<file path="src/rtl/shift_add_mult.sv">
module shift_add_mult #(
  parameter int W = 8
) (
  input  logic           clk,
  input  logic           rst_n,
  input  logic           go,
  input  logic [W-1:0]   mcand,
  input  logic [W-1:0]   mplier,
  output logic           done,
  output logic [2*W-1:0] prod
);
  localparam int CW = $clog2(W + 1);
  localparam logic [2:0] S_IDLE = 3'b100;
  localparam logic [2:0] S_LOAD = 3'b010;
  localparam logic [2:0] S_STEP = 3'b001;

  logic [2:0]    st;
  logic [CW-1:0] left;
  logic [W-1:0]  mc_q;
  logic [W-1:0]  mp_sr;
  logic [W-1:0]  addend;
  logic [W:0]    sum;

  assign addend = mp_sr[0] ? mc_q : '0;
  assign sum    = {1'b0, prod[2*W-1:W]} + {1'b0, addend};
  assign done   = st[2];

  always_ff @(posedge clk or negedge rst_n) begin
    if (!rst_n) begin
      st    <= S_IDLE;
      prod  <= '0;
      left  <= '0;
      mc_q  <= '0;
      mp_sr <= '0;
    end else if (st[2]) begin
      if (go) st <= S_LOAD;
    end else if (st[1]) begin
      prod  <= '0;
      left  <= CW'(W);
      mc_q  <= mcand;
      mp_sr <= mplier;
      st    <= S_STEP;
    end else begin
      prod  <= {sum, prod[W-1:1]};
      mp_sr <= mp_sr >> 1;
      left  <= left - 1'b1;
      if (left == CW'(1)) st <= S_IDLE;
    end
  end
endmodule

</file>
<file path="config.mk">
export PLATFORM = sky130hd
export DESIGN_NAME = shift_add_mult
export DESIGN_NICKNAME = d
export VERILOG_FILES = /design/src/rtl/shift_add_mult.sv
export SDC_FILE = /design/constraint.sdc
export NUM_CORES = 1
export LEC_CHECK = 0
export ABC_AREA = 1
export ABC_CLOCK_PERIOD_IN_PS = 3400
export BUFFER_PORTS_ARGS = -buffer_cell sky130_fd_sc_hd__buf_2
export CORE_MARGIN = 2
export CORE_UTILIZATION = 59
export DETAILED_ROUTE_END_ITERATION = 12
export PLACE_DENSITY = 0.92
export SLEW_MARGIN = 5
export SYNTH_ARGS = -nofsm -noshare
export SYNTH_HDL_FRONTEND = slang
export SYNTH_SLANG_ARGS = --single-unit
</file>
<file path="constraint.sdc">
create_clock -name clk -period 3.4 [get_ports clk]
set_clock_uncertainty 0.2 [all_clocks]
set_input_delay 0.17 -clock clk [delete_from_list [all_inputs] [get_ports clk]]
set_output_delay 0.17 -clock clk [all_outputs]
set_load 0.01 [all_outputs]
</file>
After elaboration in Yosys (flattened, before gate mapping)
Index checks and enable logic that the tools add are counted.
{ "totals": {"ff_bits": 38, "in_bits": 19, "out_inout_bits": 17, "word_cells": 20} }
{ "op_classes": {"addsub": 2, "eq_ne": 2, "mux": 8, "n_bitwise": 1, "reduce_logical": 1} }
{ "ops": {"columns": ["operator", "n"], "rows": [
  ["$mux W16", 1],
  ["$mux W8", 2],
  ["$mux W3", 4],
  ["$add A8 B8 Y9", 1],
  ["$eq A4 B1 Y1 const B", 1],
  ["$mux W4", 1],
  ["$sub A4 B1 Y4 const B", 1],
  ["$ne A2 B2 Y1 const B", 1],
  ["$reduce_and A2 Y1", 1],
  ["$not A1 Y1", 1]
]} }

Depth between registers and ports, before layout
{ "logic_depth": {"ltp_word": 4, "mapped_depth": 12, "ltp_nobuf": 11} }

Worst setup path after synthesis
Ideal clock, no wire load.
{ "synth_timing": {"kind": "register -> register", "startpoint": "reg mp_sr[0]", "endpoint": "reg prod[15]", "setup_time_ps": 123, "arrival_ps": 1620, "path_slack_ps": 1457, "path_stages_with_launch": 12, "n_path_buf": 1, "period_less_slack_ps": 1943, "cell_sequence": "dfrtp_1 clkbuf_1 nand2_1 inv_1 ha_1 fa_1 nand2_1 nand2_1 nand2_1 nor2_1 o21ai_0 nand2_1"} }
{ "synth_between": {"elab_chain_cells": 3} }
{ "synth_rtl": {"columns": ["item", "line_no", "text"], "rows": [
  ["start: declaration", "20", "logic [W-1:0] mp_sr;"],
  ["start signal: assignment", "41", "mp_sr <= mplier;"],
  ["start signal: assignment", "45", "mp_sr <= mp_sr >> 1;"],
  ["$mux W8", "24", "assign addend = mp_sr[0] ? mc_q : '0;"],
  ["$add A8 B8 Y9", "25", "assign sum = {1'b0, prod[2*W-1:W]} + {1'b0, addend};"],
  ["$mux W16", "37", "end else if (st[1]) begin"],
  ["end signal: assignment", "44", "prod <= {sum, prod[W-1:1]};"],
  ["end: declaration", "10", "output logic [2*W-1:0] prod"]
]} }
No other way between the ends.
A chain may end at the register's enable or synchronous reset.

Worst setup path after layout
Same ends and word-level chain as after synthesis.

==> load_flow_metrics.sql <==
INSERT INTO impl_metrics (metric_group, metric, value, unit) VALUES
('power_and_ir_drop', 'power.total', '0.001750', 'W'),
('setup_path', 'slowest_delay', '0.48', 'ns'),
('synth', 'yosysMostFrequentCell', 'sky130_fd_sc_hd__nand2_1', ''),
('synth', 'warnings_synthesis', '0', ''),
('clocking', 'tritoncts', 'built', ''),
('setup_path', 'crit_path_cell_chain', 'nand2_1 > inv_1 > ha_1 > fa_1 > nand2_1 > nand2_1 > nand2_1 > nor2_1 > o21ai_0 > nand2_1', ''),
('clocking', 'cts_buffers', '5', ''),
('timing', 'fin_tns_setup', '0', 'ns'),
('synth', 'yosys_register_bits', '38', ''),
('detailed_routing', 'num_vias', '1645', ''),
('finish', 'filler_free_cell_count_of_the_finished_design', '329', ''),
('placement', 'placed_cells_incl_taps', '303', ''),
('flow_run', 'cap_violations', '0', ''),
('setup_path', 'critical_path.startpoint_type', 'register', ''),
('setup_path', 'worst_ep_required', '3.44', 'ns'),
('synth', 'syn_nets', '260', ''),
('grt', 'initial_antenna_violation_count', '0', ''),
('clocking', 'worst_skew_pair.late_latency', '0.34', 'ns'),
('grt', 'number_of_global_route_vias_before_repair', '1572', ''),
('synth', 'async_sr_flop_fraction', '1.000', ''),
('detailed_routing', 'detailedRoute.firstPassIterationCount', '4', ''),
('timing', 'finalHoldViolations', '0', ''),
('clocking', 'cts.repair_timing.setup_buffer_count', '0', ''),
('setup_path', 'critical-path-top-delay-family', 'adder cells', ''),
('grt', 'grt_usage', '0.2475', ''),
('floorplan', 'floorplan.initialDensity', '0.6262', ''),
('detailed_routing', 'first_iter_violations', '119', ''),
('status', 'outcome', 'finished clean', ''),
('synth', 'synthesis.instances', '230', ''),
('detailed_routing', 'routed_via_density', '5.000', ''),
('timing', 'holdWs', '0.2415', 'ns'),
('setup_path', 'critPathMaxFanout', '9', ''),
('timing', 'final-max-slew-violation-count', '0', ''),
('synth', 'synth.lib_cells_used.distinct', '26', ''),
('power_and_ir_drop', 'power_density', '742.6', 'nW/µm²'),
('timing', 'maxClockFrequency', '487.8', 'MHz'),
('setup_path', 'data_arrival_time_of_the_worst_path', '2.09', 'ns'),
('detailed_routing', 'final_antenna_net_count', '0', ''),
('detailed_routing', 'post-route-drc-count', '0', ''),
('synth', 'synth_top_cells_by_count', 'sky130_fd_sc_hd__nand2_1, sky130_fd_sc_hd__dfrtp_1, sky130_fd_sc_hd__inv_1', ''),
('detailed_routing', 'wl_final', '3948', 'µm'),
('floorplan', 'floorplan.rows', '20', ''),
('clocking', 'cts-htree-levels', '2', ''),
('detailed_routing', 'avgRoutedWirePerCell', '12.00', 'µm'),
('placement', 'detailedPlacementHpwl', '2631', 'µm'),
('finish', 'finalNetCount', '314', ''),
('power_and_ir_drop', 'power.ir.vdd_worst', '0.0005187', 'V'),
('grt', 'grt.overflow.total', '0', ''),
('timing', 'tightestPinTransition', '0.8070', 'ns'),
('synth', 'dominantRegCellSynth', 'sky130_fd_sc_hd__dfrtp_1', ''),
('floorplan', 'floorplan.die.width', '61.39', 'µm'),
('timing', 'postLayoutSetupSlackWorst', '1.350', 'ns'),
('timing', 'rsz_0062_raised_after_global_routing', 'false', ''),
('clocking', 'clock_tree.root_cell', 'sky130_fd_sc_hd__clkbuf_4', ''),
('synth', 'synth_edf_count', '0', ''),
('floorplan', 'floorplan.die.height', '61.39', 'µm'),
('clocking', 'cts_buffer_depth', '2', ''),
('placement', 'place.port_buffers', '35', ''),
('placement', 'gpl.final_weighted_congestion', '0.8014', ''),
('floorplan', 'fp.dieArea', '3769', 'µm²'),
('floorplan', 'design.core.area', '3103', 'µm²'),
('min_path', 'timing.hold.worst.class', 'input pin to asynchronous set/reset pin', ''),
('finish', 'diodes', '0', ''),
('synth', 'netlist_top_cells_area', 'sky130_fd_sc_hd__dfrtp_1, sky130_fd_sc_hd__nand2_1, sky130_fd_sc_hd__inv_1', ''),
('synth', 'synth.cell_area', '1943', 'µm²'),
('placement', 'place_worst_setup_slack', '1.416', 'ns'),
('setup_path', 'cp_common_cell', 'sky130_fd_sc_hd__nand2_1', ''),
('finish', 'layout_cell_share_with_drive_strength_beyond_1', '0.1754', ''),
('clocking', 'clock_sinks', '38', ''),
('synth', 'post_synth.cell_area_avg', '8.448', 'µm²'),
('grt', 'grt_pass1_wl', '6762', 'µm');
[power by group]
part / internal, W / switching [W] / leakage (nW) / total [W]
registers: 0.000638 / 0.000129 / 0.486 / 0.000767
logic: 0.000292 / 0.000462 / 0.810 / 0.000754
clock network: 0.0000812 / 0.000148 / 0.0322 / 0.000229
[cells by family (layout without fill, tap and decap cells)]
logic type	after synthesis	after routing	synth area share
adders and majority gates	11	11	0.07469
DFF	38	38	0.4900
buffers and inverters	44	99	0.1017
and+or+nand+nor	104	104	0.2234
AOI/OAI and AO/OA	33	33	0.1101
[registers in the layout (all words and copies together) (netlist names)]
signal and count:
left 4, mc_q 8, mp_sr 8, prod 16, st 2
[area by class of cell]
| type | count | area, µm² |
|---|---|---|
| tap | 44 | 55.05 |
| clock inverter | 2 | 13.76 |
| multi-input combinational | 148 | 793.3 |
| clock buffer | 6 | 41.29 |
| inverter | 38 | 145.1 |
| fill | 246 | 747.0 |
| timing repair buffer | 53 | 355.3 |
| sequential | 38 | 952.2 |
[cell usage in the layout, fill, tap and decap left out]
master                           n
sky130_fd_sc_hd__nand2_1        83
sky130_fd_sc_hd__dfrtp_1        37
sky130_fd_sc_hd__inv_1          35
sky130_fd_sc_hd__buf_2          35
sky130_fd_sc_hd__dlygate4sd3_1  18
sky130_fd_sc_hd__ha_1           10
sky130_fd_sc_hd__nand3_1         9
sky130_fd_sc_hd__nor2_1          7
sky130_fd_sc_hd__o21ai_0         7
sky130_fd_sc_hd__o22ai_1         7
sky130_fd_sc_hd__a21oi_1         6
sky130_fd_sc_hd__clkbuf_4        5
sky130_fd_sc_hd__o221ai_1        4
sky130_fd_sc_hd__o21ai_1         4
sky130_fd_sc_hd__inv_2           2
sky130_fd_sc_hd__o211ai_2        2
sky130_fd_sc_hd__nand2_8         1
sky130_fd_sc_hd__o32ai_1         1
sky130_fd_sc_hd__nand2_4         1
sky130_fd_sc_hd__inv_4           1
sky130_fd_sc_hd__o211ai_1        1
sky130_fd_sc_hd__or2_1           1
sky130_fd_sc_hd__a22o_1          1
sky130_fd_sc_hd__nand3b_1        1
sky130_fd_sc_hd__nand4_1         1
sky130_fd_sc_hd__fa_1            1
sky130_fd_sc_hd__clkinv_2        1
sky130_fd_sc_hd__clkbuf_1        1
sky130_fd_sc_hd__clkinv_4        1
sky130_fd_sc_hd__dfstp_2         1
[layer usage]
metal  track usage  wire (µm)  vias up
li1              -          -      836
met1        0.3113       1702      748
met2        0.4179       1976       49
met3       0.06303        190       12
met4       0.08511         80        0
met5             0          0        -
[per-stage QoR]
step	util	area (µm²)
final	0.7593	2356
after global placement	0.6835	2121
after global routing	0.7593	2356
after CTS	0.7593	2356
after floorplan	-	1943
after detailed placement	0.6835	2121
[repair_timing]
item                                    CTS  global route
hold buffers                             18             0
endpoints found under the setup margin    0             0
resized for setup                         0             0
endpoints found under the hold margin    55             0
[worst register-to-register path: cells and delay by family, from the launching register on]
family	cells	cell delay [ns]
buffers and inverters	1	0.04
AND/OR/NAND/NOR	6	0.49
adder cells (fa/ha/maj)	2	0.58
AO/OA/AOI/OAI	1	0.17
flip-flops	1	0.48
[worst paths after layout]
path / startpoint / endpoint / slack (ns) / depth (start not counted)
max: mp_sr[0] / prod[15] / 1.35 / 10
min: rst_n / mp_sr[2] / 0.24 / 2
max reg2reg: mp_sr[0] / prod[15] / 1.35 / 10
min reg2reg: left[3] / st[2] / 0.27 / 1
max in group asynchronous: rst_n / mp_sr[4] / 2.26 / 2
min in group clk: left[3] / st[2] / 0.27 / 1
(Power assumes the default switching activity.)
